==> config.mk <==
export PLATFORM = sky130hd
export DESIGN_NAME = smdma_top
export DESIGN_NICKNAME = d
export VERILOG_FILES = /design/src/rtl/smdma_pkg.sv /design/src/rtl/smdma_addr_map.sv /design/src/rtl/smdma_byte_conv.sv /design/src/rtl/smdma_seq.sv /design/src/rtl/smdma_top.sv
export SDC_FILE = /design/constraint.sdc
export NUM_CORES = 1
export LEC_CHECK = 0
export CORE_AREA = 2 2 106 108
export CTS_BUF_LIST = sky130_fd_sc_hd__clkbuf_16
export CTS_CLUSTER_DIAMETER = 150
export DETAILED_ROUTE_END_ITERATION = 10
export DIE_AREA = 0 0 108 110
export PLACE_DENSITY_LB_ADDON = 0.1
export SETUP_SLACK_MARGIN = 0.2
export SLEW_MARGIN = 20
export SYNTH_ARGS = -nofsm -noshare
export SYNTH_HDL_FRONTEND = slang
export SYNTH_SLANG_ARGS = --single-unit
export TNS_END_PERCENT = 10
==> constraint.sdc <==
create_clock -name clk -period 4.9 [get_ports clk]
set_clock_uncertainty 0.2 [all_clocks]
set_input_delay 0.98 -clock clk [delete_from_list [all_inputs] [get_ports clk]]
set_output_delay 0.98 -clock clk [all_outputs]
set_load 0.03 [all_outputs]
==> src/rtl/smdma_pkg.sv <==
package smdma_pkg;
    localparam int BIT_REQ    = 0;
    localparam int BIT_DIR    = 1;
    localparam int BIT_WIDE   = 2;
    localparam int BIT_TCIE   = 5;
    localparam int BIT_LOCOPY = 6;
    localparam int BIT_INV    = 7;

    typedef enum logic [1:0] {
        ST_IDLE  = 2'd0,
        ST_ARMED = 2'd1,
        ST_CLOSE = 2'd2
    } seq_state_t;

    typedef enum logic [1:0] {
        SEL_CTRL  = 2'd0,
        SEL_START = 2'd1,
        SEL_FINE  = 2'd2,
        SEL_NONE  = 2'd3
    } reg_sel_t;
endpackage

==> src/rtl/smdma_addr_map.sv <==
module smdma_addr_map #(
    parameter int ADDR_W  = 20,
    parameter int START_W = 16
) (
    input  logic [START_W-1:0] start,
    input  logic [3:0]         fine,
    input  logic               wide,
    output logic [ADDR_W-1:0]  base
);
    localparam int LIN_W = START_W + 4;
    localparam int MID_W = ADDR_W - 7;

    logic [LIN_W-1:0]  lin;
    logic [ADDR_W-1:0] lin_a;
    logic [ADDR_W-1:0] hi_part;
    logic [ADDR_W-1:0] mid_part;

    always_comb begin
        lin      = {start, 4'b0000} + LIN_W'(fine);
        lin_a    = ADDR_W'(lin);
        // keep the two top bits, drop the byte nibble, double the rest
        hi_part  = lin_a & {2'b11, {(ADDR_W-2){1'b0}}};
        mid_part = (lin_a & {3'b000, {MID_W{1'b1}}, 4'b0000}) << 1;
        base     = wide ? (hi_part + mid_part) : lin_a;
    end
endmodule

==> src/rtl/smdma_byte_conv.sv <==
module smdma_byte_conv (
    input  logic       to_card,
    input  logic       inv_en,
    input  logic       locopy,
    input  logic       wide,
    input  logic       byte_odd,
    input  logic [7:0] din,
    output logic [7:0] dout
);
    logic low_pos;
    logic flip;

    always_comb begin
        low_pos = wide ? ~byte_odd : 1'b1;
        flip    = inv_en & to_card & ~(locopy & low_pos);
        dout    = flip ? (din ^ 8'h80) : din;
    end
endmodule

==> src/rtl/smdma_seq.sv <==
module smdma_seq
    import smdma_pkg::*;
#(
    parameter int ADDR_W = 20
) (
    input  logic              clk,
    input  logic              rst_n,
    input  logic              arm,
    input  logic              req_bit,
    input  logic              beat_vld,
    input  logic              beat_tc,
    input  logic              wide,
    output seq_state_t        state,
    output logic [ADDR_W-1:0] cursor,
    output logic [ADDR_W-1:0] units,
    output logic              accept,
    output logic              closing
);
    seq_state_t nxt;

    always_comb begin
        nxt = state;
        unique case (state)
            ST_IDLE:  if (arm) nxt = ST_ARMED;
            ST_ARMED: begin
                if (accept && beat_tc) nxt = ST_CLOSE;
                else if (!req_bit)     nxt = ST_IDLE;
            end
            ST_CLOSE: nxt = ST_IDLE;
            default:  nxt = ST_IDLE;
        endcase
    end

    always_ff @(posedge clk) begin
        if (!rst_n) state <= ST_IDLE;
        else        state <= nxt;
    end

    always_comb begin
        accept  = (state == ST_ARMED) && beat_vld;
        closing = (state == ST_CLOSE);
    end

    always_ff @(posedge clk) begin
        if (!rst_n) begin
            cursor <= '0;
            units  <= '0;
        end else if (state == ST_IDLE && arm) begin
            cursor <= '0;
            units  <= '0;
        end else if (accept) begin
            cursor <= cursor + 1'b1;
            if (!wide || cursor[0]) units <= units + 1'b1;
        end
    end

    AST_CLOSE_ONE_CYCLE: assert property (@(posedge clk) disable iff (!rst_n)
        state == ST_CLOSE |=> state == ST_IDLE);
    AST_CURSOR_STEP: assert property (@(posedge clk) disable iff (!rst_n)
        accept |=> cursor == $past(cursor) + 1'b1);
    AST_ARM_ZERO: assert property (@(posedge clk) disable iff (!rst_n)
        (state == ST_IDLE && arm) |=> (cursor == '0 && units == '0));
endmodule

==> src/rtl/smdma_top.sv <==
module smdma_top
    import smdma_pkg::*;
#(
    parameter int ADDR_W  = 20,
    parameter int START_W = 16,
    parameter int FINE_W  = 8,
    parameter int CTRL_W  = 8
) (
    input  logic               clk,
    input  logic               rst_n,
    input  logic               wide_chan,
    input  logic               reg_wr,
    input  logic               reg_rd,
    input  logic [1:0]         reg_sel,
    input  logic [START_W-1:0] reg_wdata,
    output logic [START_W-1:0] reg_rdata,
    output logic               dma_req,
    input  logic               beat_vld,
    input  logic               beat_tc,
    input  logic [7:0]         host_wdata,
    output logic [7:0]         host_rdata,
    output logic [ADDR_W-1:0]  mem_addr,
    output logic               mem_we,
    output logic               mem_re,
    output logic [7:0]         mem_wdata,
    input  logic [7:0]         mem_rdata,
    output logic               irq
);
    logic [CTRL_W-1:0]  ctrl_q;
    logic [START_W-1:0] start_q;
    logic [FINE_W-1:0]  fine_q;
    logic [ADDR_W-1:0]  base_q;
    logic [ADDR_W-1:0]  base_now;
    logic [ADDR_W-1:0]  cursor;
    logic [ADDR_W-1:0]  units;
    logic               tc_pend;
    logic               accept;
    logic               closing;
    logic               arm;
    seq_state_t         st;
    reg_sel_t           sel;

    assign sel = reg_sel_t'(reg_sel);
    assign arm = reg_wr && (sel == SEL_CTRL) && reg_wdata[BIT_REQ] && (st == ST_IDLE);

    smdma_addr_map #(.ADDR_W(ADDR_W), .START_W(START_W)) map_i (
        .start (start_q),
        .fine  (fine_q[3:0]),
        .wide  (wide_chan),
        .base  (base_now)
    );

    smdma_seq #(.ADDR_W(ADDR_W)) seq_i (
        .clk      (clk),
        .rst_n    (rst_n),
        .arm      (arm),
        .req_bit  (ctrl_q[BIT_REQ]),
        .beat_vld (beat_vld),
        .beat_tc  (beat_tc),
        .wide     (wide_chan),
        .state    (st),
        .cursor   (cursor),
        .units    (units),
        .accept   (accept),
        .closing  (closing)
    );

    smdma_byte_conv conv_i (
        .to_card  (~ctrl_q[BIT_DIR]),
        .inv_en   (ctrl_q[BIT_INV]),
        .locopy   (ctrl_q[BIT_LOCOPY]),
        .wide     (wide_chan),
        .byte_odd (cursor[0]),
        .din      (host_wdata),
        .dout     (mem_wdata)
    );

    always_comb begin
        dma_req    = (st == ST_ARMED);
        mem_addr   = base_q + cursor;
        mem_we     = accept && !ctrl_q[BIT_DIR];
        mem_re     = accept &&  ctrl_q[BIT_DIR];
        host_rdata = mem_rdata;
        irq        = tc_pend;
    end

    always_comb begin
        unique case (sel)
            SEL_CTRL:  reg_rdata = START_W'({ctrl_q[7], ctrl_q[6] | tc_pend, ctrl_q[5:3],
                                             ctrl_q[2] | wide_chan, ctrl_q[1:0]});
            SEL_START: reg_rdata = start_q;
            SEL_FINE:  reg_rdata = START_W'(fine_q);
            default:   reg_rdata = '0;
        endcase
    end

    always_ff @(posedge clk) begin
        if (!rst_n) begin
            ctrl_q  <= '0;
            start_q <= '0;
            fine_q  <= '0;
            base_q  <= '0;
            tc_pend <= 1'b0;
        end else begin
            if (arm) base_q <= base_now;
            // read acknowledge first, completion and writes take precedence
            if (reg_rd && sel == SEL_CTRL) begin
                ctrl_q[BIT_LOCOPY] <= 1'b0;
                ctrl_q[BIT_WIDE]   <= 1'b0;
                tc_pend            <= 1'b0;
            end
            if (closing) begin
                start_q         <= start_q + START_W'(units >> 4);
                fine_q          <= {{(FINE_W-4){1'b0}}, 4'(units[3:0] + fine_q[3:0])};
                ctrl_q[BIT_REQ] <= 1'b0;
                if (ctrl_q[BIT_TCIE]) tc_pend <= 1'b1;
            end
            if (reg_wr) begin
                unique case (sel)
                    SEL_CTRL:  ctrl_q <= reg_wdata[CTRL_W-1:0];
                    SEL_START: begin
                        start_q              <= reg_wdata;
                        fine_q[FINE_W-1:4]   <= '0;
                    end
                    SEL_FINE:  fine_q <= reg_wdata[FINE_W-1:0];
                    default: ;
                endcase
            end
        end
    end

    AST_IRQ_SOURCE: assert property (@(posedge clk) disable iff (!rst_n)
        $rose(irq) |-> ($past(st) == ST_CLOSE && $past(ctrl_q[BIT_TCIE])));
    AST_READ_ACK: assert property (@(posedge clk) disable iff (!rst_n)
        (reg_rd && sel == SEL_CTRL && st != ST_CLOSE) |=> !irq);
    AST_FINE_TRIM: assert property (@(posedge clk) disable iff (!rst_n)
        (reg_wr && sel == SEL_START) |=> fine_q[FINE_W-1:4] == '0);
    AST_WIDE_BASE: assert property (@(posedge clk) disable iff (!rst_n)
        (st == ST_ARMED && $past(st) == ST_IDLE && $past(wide_chan)) |-> base_q[4:0] == 5'd0);
    AST_REQ_DROP: assert property (@(posedge clk) disable iff (!rst_n)
        (st == ST_CLOSE && !(reg_wr && sel == SEL_CTRL)) |=> !ctrl_q[BIT_REQ]);
endmodule

==> run_summary.xml, run 1 <==
<?xml version="1.0" encoding="UTF-8"?>
<metrics>
  <group name="power">
    <metric name="vdd_ir_drop_max" unit="uV">182</metric>
    <metric name="power.static_leakage" unit="nW">2.90</metric>
    <metric name="power_density" unit="nW/um2">236</metric>
  </group>
  <group name="cells_and_area">
    <metric name="flow.area_growth_from_synthesis" unit="%">14.4</metric>
    <metric name="post_route_cells_drive_above_1_share" unit="%">4.83</metric>
    <metric name="antenna_cells_inserted" unit="">0</metric>
    <metric name="number_of_nets_in_the_final_layout" unit="">869</metric>
    <metric name="fillerInstances" unit="">934</metric>
  </group>
  <group name="global_route">
    <metric name="grt_max_degree" unit="">47</metric>
    <metric name="grt_overflow_total" unit="">0</metric>
    <metric name="number_of_antenna_violations_at_the_first_check_in_global_routing" unit="">0</metric>
    <metric name="number_of_global_route_vias_before_repair" unit="">5215</metric>
    <metric name="groute.usage.overall" unit="%">25.8</metric>
    <metric name="grt_first_pass_wirelength" unit="um">24500</metric>
  </group>
  <group name="setup_path">
    <metric name="path_class" unit="">reg2out</metric>
    <metric name="critPathLaunchType" unit="">register</metric>
    <metric name="critical-path-max-stage-delay" unit="ps">730</metric>
    <metric name="cp-startpoint" unit="">seq_i.cursor[0]</metric>
    <metric name="worstReg2RegStart" unit="">start_q[0]</metric>
    <metric name="worst_ep_arrival_time" unit="ps">3400</metric>
    <metric name="reg2reg_setup_slack" unit="ps">2200</metric>
    <metric name="critical_path_buf_inv_count" unit="">1</metric>
    <metric name="crit_required" unit="ps">3720</metric>
    <metric name="critical-path-top-delay-family" unit="">compound AO/OA/AOI/OAI gates</metric>
    <metric name="cp.depth" unit="">9</metric>
    <metric name="reg2reg_depth" unit="">8</metric>
    <metric name="r2r-end" unit="">start_q[14]</metric>
    <metric name="cp_capture_point" unit="">mem_addr[12]</metric>
    <metric name="cp_cell_sequence" unit="">ha_1 -&gt; fa_1 -&gt; a21o_1 -&gt; a2111o_1 -&gt; and2_1 -&gt; o211ai_1 -&gt; nand3_1 -&gt; o311ai_0 -&gt; clkdlybuf4s50_1</metric>
    <metric name="critical-path-slowest-cell" unit="">sky130_fd_sc_hd__clkdlybuf4s50_1</metric>
    <metric name="critical_path.endpoint_type" unit="">output port</metric>
    <metric name="critical_path_maximum_fanout" unit="">6</metric>
  </group>
  <group name="drt">
    <metric name="initialDrtViolationCount" unit="">452</metric>
    <metric name="detail_route.wl_per_cell" unit="um">16.1</metric>
    <metric name="antenna_violating_nets_post_route" unit="">0</metric>
    <metric name="average_via_count_per_standard_cell" unit="">5.94</metric>
    <metric name="drc" unit="">0</metric>
    <metric name="via_count" unit="">5503</metric>
    <metric name="dr.pass1.iters" unit="">5</metric>
    <metric name="detail_route.wirelength" unit="um">14900</metric>
  </group>
  <group name="die">
    <metric name="boundaryPins" unit="">97</metric>
    <metric name="placement_rows" unit="">38</metric>
    <metric name="core_area" unit="um2">10700</metric>
    <metric name="die_height" unit="um">110</metric>
    <metric name="start_util" unit="%">57.7</metric>
    <metric name="chipWidth" unit="um">108</metric>
    <metric name="die_area" unit="um2">11900</metric>
  </group>
  <group name="yosys">
    <metric name="ys.flop_type" unit="">sky130_fd_sc_hd__dfxtp_1</metric>
    <metric name="post_synth_num_cell_types" unit="">71</metric>
    <metric name="yosys.area_share.adder" unit="%">9.69</metric>
    <metric name="synth-async-reset-ratio" unit="%">0</metric>
    <metric name="synthXorXnorAreaFrac" unit="%">8.94</metric>
    <metric name="synth_nets" unit="">836</metric>
    <metric name="synth_top_family_by_area" unit="">simple AND/OR/NAND/NOR gates</metric>
    <metric name="syn_area_per_cell" unit="um2">8.24</metric>
    <metric name="post_synth_mux_area_share" unit="%">2.43</metric>
    <metric name="syn-cell-area" unit="um2">6170</metric>
    <metric name="synth_sequential_area_ratio" unit="%">30.8</metric>
    <metric name="synth_warnings" unit="">0</metric>
    <metric name="register_bit_total_from_synthesis" unit="">95</metric>
    <metric name="synthSimpleGateAreaFrac" unit="%">23.7</metric>
    <metric name="synth_compound_area_share" unit="%">19.2</metric>
    <metric name="postSynthCellCount" unit="">749</metric>
    <metric name="synth-edff-count" unit="">0</metric>
  </group>
  <group name="clocking">
    <metric name="number_of_hold_repair_buffers_added_at_the_cts_stage" unit="">0</metric>
    <metric name="reg_clk_slew_reported_paths" unit="ps">70</metric>
    <metric name="tritoncts" unit="">yes</metric>
    <metric name="cts.repair.resized" unit="">0</metric>
    <metric name="cts_setup_buffers" unit="">0</metric>
    <metric name="clkSinkCount" unit="">95</metric>
    <metric name="clock_tree.buffer_depth" unit="">2</metric>
    <metric name="cts.htree.levels" unit="">3</metric>
    <metric name="cts_made_buffers" unit="">9</metric>
    <metric name="clk-insertion-delay-late" unit="ps">340</metric>
    <metric name="clk_root_buffer_cell" unit="">sky130_fd_sc_hd__clkbuf_16</metric>
  </group>
  <group name="timing">
    <metric name="post_route_minimum_period" unit="ps">4580</metric>
    <metric name="timing.hold.ws" unit="ps">262</metric>
    <metric name="grt_setup_unrepaired" unit="">true</metric>
    <metric name="slew_violations" unit="">0</metric>
    <metric name="post-route-worst-setup-slack" unit="ps">317</metric>
    <metric name="post-route-period-util" unit="%">93.5</metric>
    <metric name="report.final.setup_viol" unit="">0</metric>
    <metric name="report.final.hold_viol_count" unit="">0</metric>
    <metric name="timing_worst_slew_pin_value" unit="ps">962</metric>
    <metric name="fin_setup_tns" unit="ps">0</metric>
    <metric name="maxSlewHeadroom" unit="%">35.9</metric>
    <metric name="achievable-frequency" unit="MHz">218</metric>
  </group>
  <group name="placement">
    <metric name="portBuffers" unit="">66</metric>
    <metric name="place_worst_setup_slack" unit="ps">616</metric>
    <metric name="place_congestion" unit="">0.865</metric>
    <metric name="dp_hpwl" unit="um">11000</metric>
  </group>
  <group name="hold_path">
    <metric name="worst_hold_path_type" unit="">reg2reg</metric>
  </group>
  <group name="status">
    <metric name="run_status" unit="">finished, final reports clean</metric>
  </group>
  <group name="flow_run">
    <metric name="maxCapViolations" unit="">0</metric>
  </group>
</metrics>
[cell usage after synthesis, drive strengths merged, types with 3 or more instances]
cell / number / area [um2]
mux2i: 15 / 150
nor3: 7 / 62.6
ha: 43 / 538
dfxtp: 95 / 1900
o211ai: 9 / 67.6
a22oi: 9 / 67.6
and4: 4 / 37.5
nand2b: 5 / 31.3
a31oi: 6 / 37.5
inv: 13 / 48.8
a211oi: 17 / 128
a21o: 13 / 97.6
xnor2: 32 / 280
o21bai: 4 / 30.0
o21a: 4 / 30.0
or3: 5 / 31.3
nor2: 95 / 357
nand3: 31 / 160
nand3b: 7 / 52.6
a311oi: 8 / 70.1
nor2b: 8 / 57.6
o21ai: 30 / 150
a21oi: 48 / 244
and3: 14 / 88.8
a222oi: 6 / 60.1
and2: 16 / 100
xor2: 31 / 272
fa: 3 / 60.1
clkbuf: 18 / 67.6
nand4: 16 / 130
buf: 31 / 208
nand2: 76 / 290
[metal layers]
metal  GRT usage, %  up-vias  part of all wire, %
met3           2.41       30                  4.2
li1               -     2727                    -
met5              0        -                    0
met2           43.2      157                   47
met1           34.5     2589                   47
met4           9.98        0                  2.2
[sequential cells by signal (all words and copies together), names as in the netlist]
| name | flops |
|---|---|
| base_q | 20 |
| seq_i.cursor | 20 |
| seq_i.units | 20 |
| start_q | 16 |
| ctrl_q | 8 |
| fine_q | 8 |
| seq_i.state | 2 |
| irq | 1 |
[worst reg2reg max path, delay by kind of cell (launching register included)]
family / cells / cell delay (ps)
adders and majority gates: 2 / 700
DFF: 1 / 380
AOI/OAI and AO/OA: 5 / 1130
xor gates and xnor gates: 1 / 140
[metrics by stage]
stage | instance area [um2] | cells | power, mW | utilization [%]
after floorplan | 6170 | 749 | 0.944 | -
after global placement | 6770 | 911 | 0.982 | 63.3
after detailed placement | 6770 | 911 | 0.985 | 63.3
after CTS | 7060 | 927 | 1.67 | 66.0
after global routing | 7070 | 927 | 1.72 | 66.0
final | 7070 | 927 | 1.66 | 66.0
[cell type report]
class	count	area, um2	share of cell area [%]
clock inverters	7	65.1	0.921
clock buffers	9	225	3.19
inverters	13	48.8	0.691
repair buffers	71	701	9.92
flip-flops and latches	95	1900	26.9
multi-input cells	592	3950	55.9
well taps	140	175	2.48
[cells in the final DEF, fill, tap and decap left out, types with 14 or more instances in the layout]
cell and n:
sky130_fd_sc_hd__nand2_1 74, sky130_fd_sc_hd__ha_1 43, sky130_fd_sc_hd__nand4_1 14, sky130_fd_sc_hd__xor2_1 31, sky130_fd_sc_hd__xnor2_1 32, sky130_fd_sc_hd__a21oi_1 47
sky130_fd_sc_hd__a211oi_1 17, sky130_fd_sc_hd__nand3_1 30, sky130_fd_sc_hd__clkdlybuf4s50_1 65, sky130_fd_sc_hd__nor2_1 95, sky130_fd_sc_hd__o21ai_0 28, sky130_fd_sc_hd__dfxtp_1 95
sky130_fd_sc_hd__and2_1 16, sky130_fd_sc_hd__mux2i_1 15
[kinds of logic (layout without fill, tap and decap cells)]
group                      count (synthesis)  in the layout
DFF                                       95             95
xor gates and xnor gates                  63             63
and+or+nand+nor                          292            292
AOI/OAI and AO/OA                        176            176
buffers and inverters                     62            100
muxes                                     15             15
adders and majority gates                 46             46
[how the worst min path moves through the flow]
stage | cells past startpoint | end | slack, ps | startpoint
final | 2 | base_q[0] | 260 | base_q[0]
after global routing | 2 | base_q[0] | 290 | base_q[0]
after CTS | 2 | ctrl_q[3] | 260 | ctrl_q[3]
after detailed placement | 2 | ctrl_q[3] | 250 | ctrl_q[3]
after global placement | 2 | ctrl_q[3] | 250 | ctrl_q[3]
after floorplan | 2 | ctrl_q[3] | 240 | ctrl_q[3]
[power by group]
group          total [mW]  switching (mW)  internal [mW]
combinational       0.163          0.0932         0.0695
sequential          0.807          0.0200          0.787
clock               0.696           0.304          0.392
(Power assumes the default switching activity.)
==> run 2, diff against run 1 <==
Settings changed: SLEW_MARGIN 20 to 15.
==> results of run 2 <==
Final layout, timing and power as in run 1 (identical DEF).
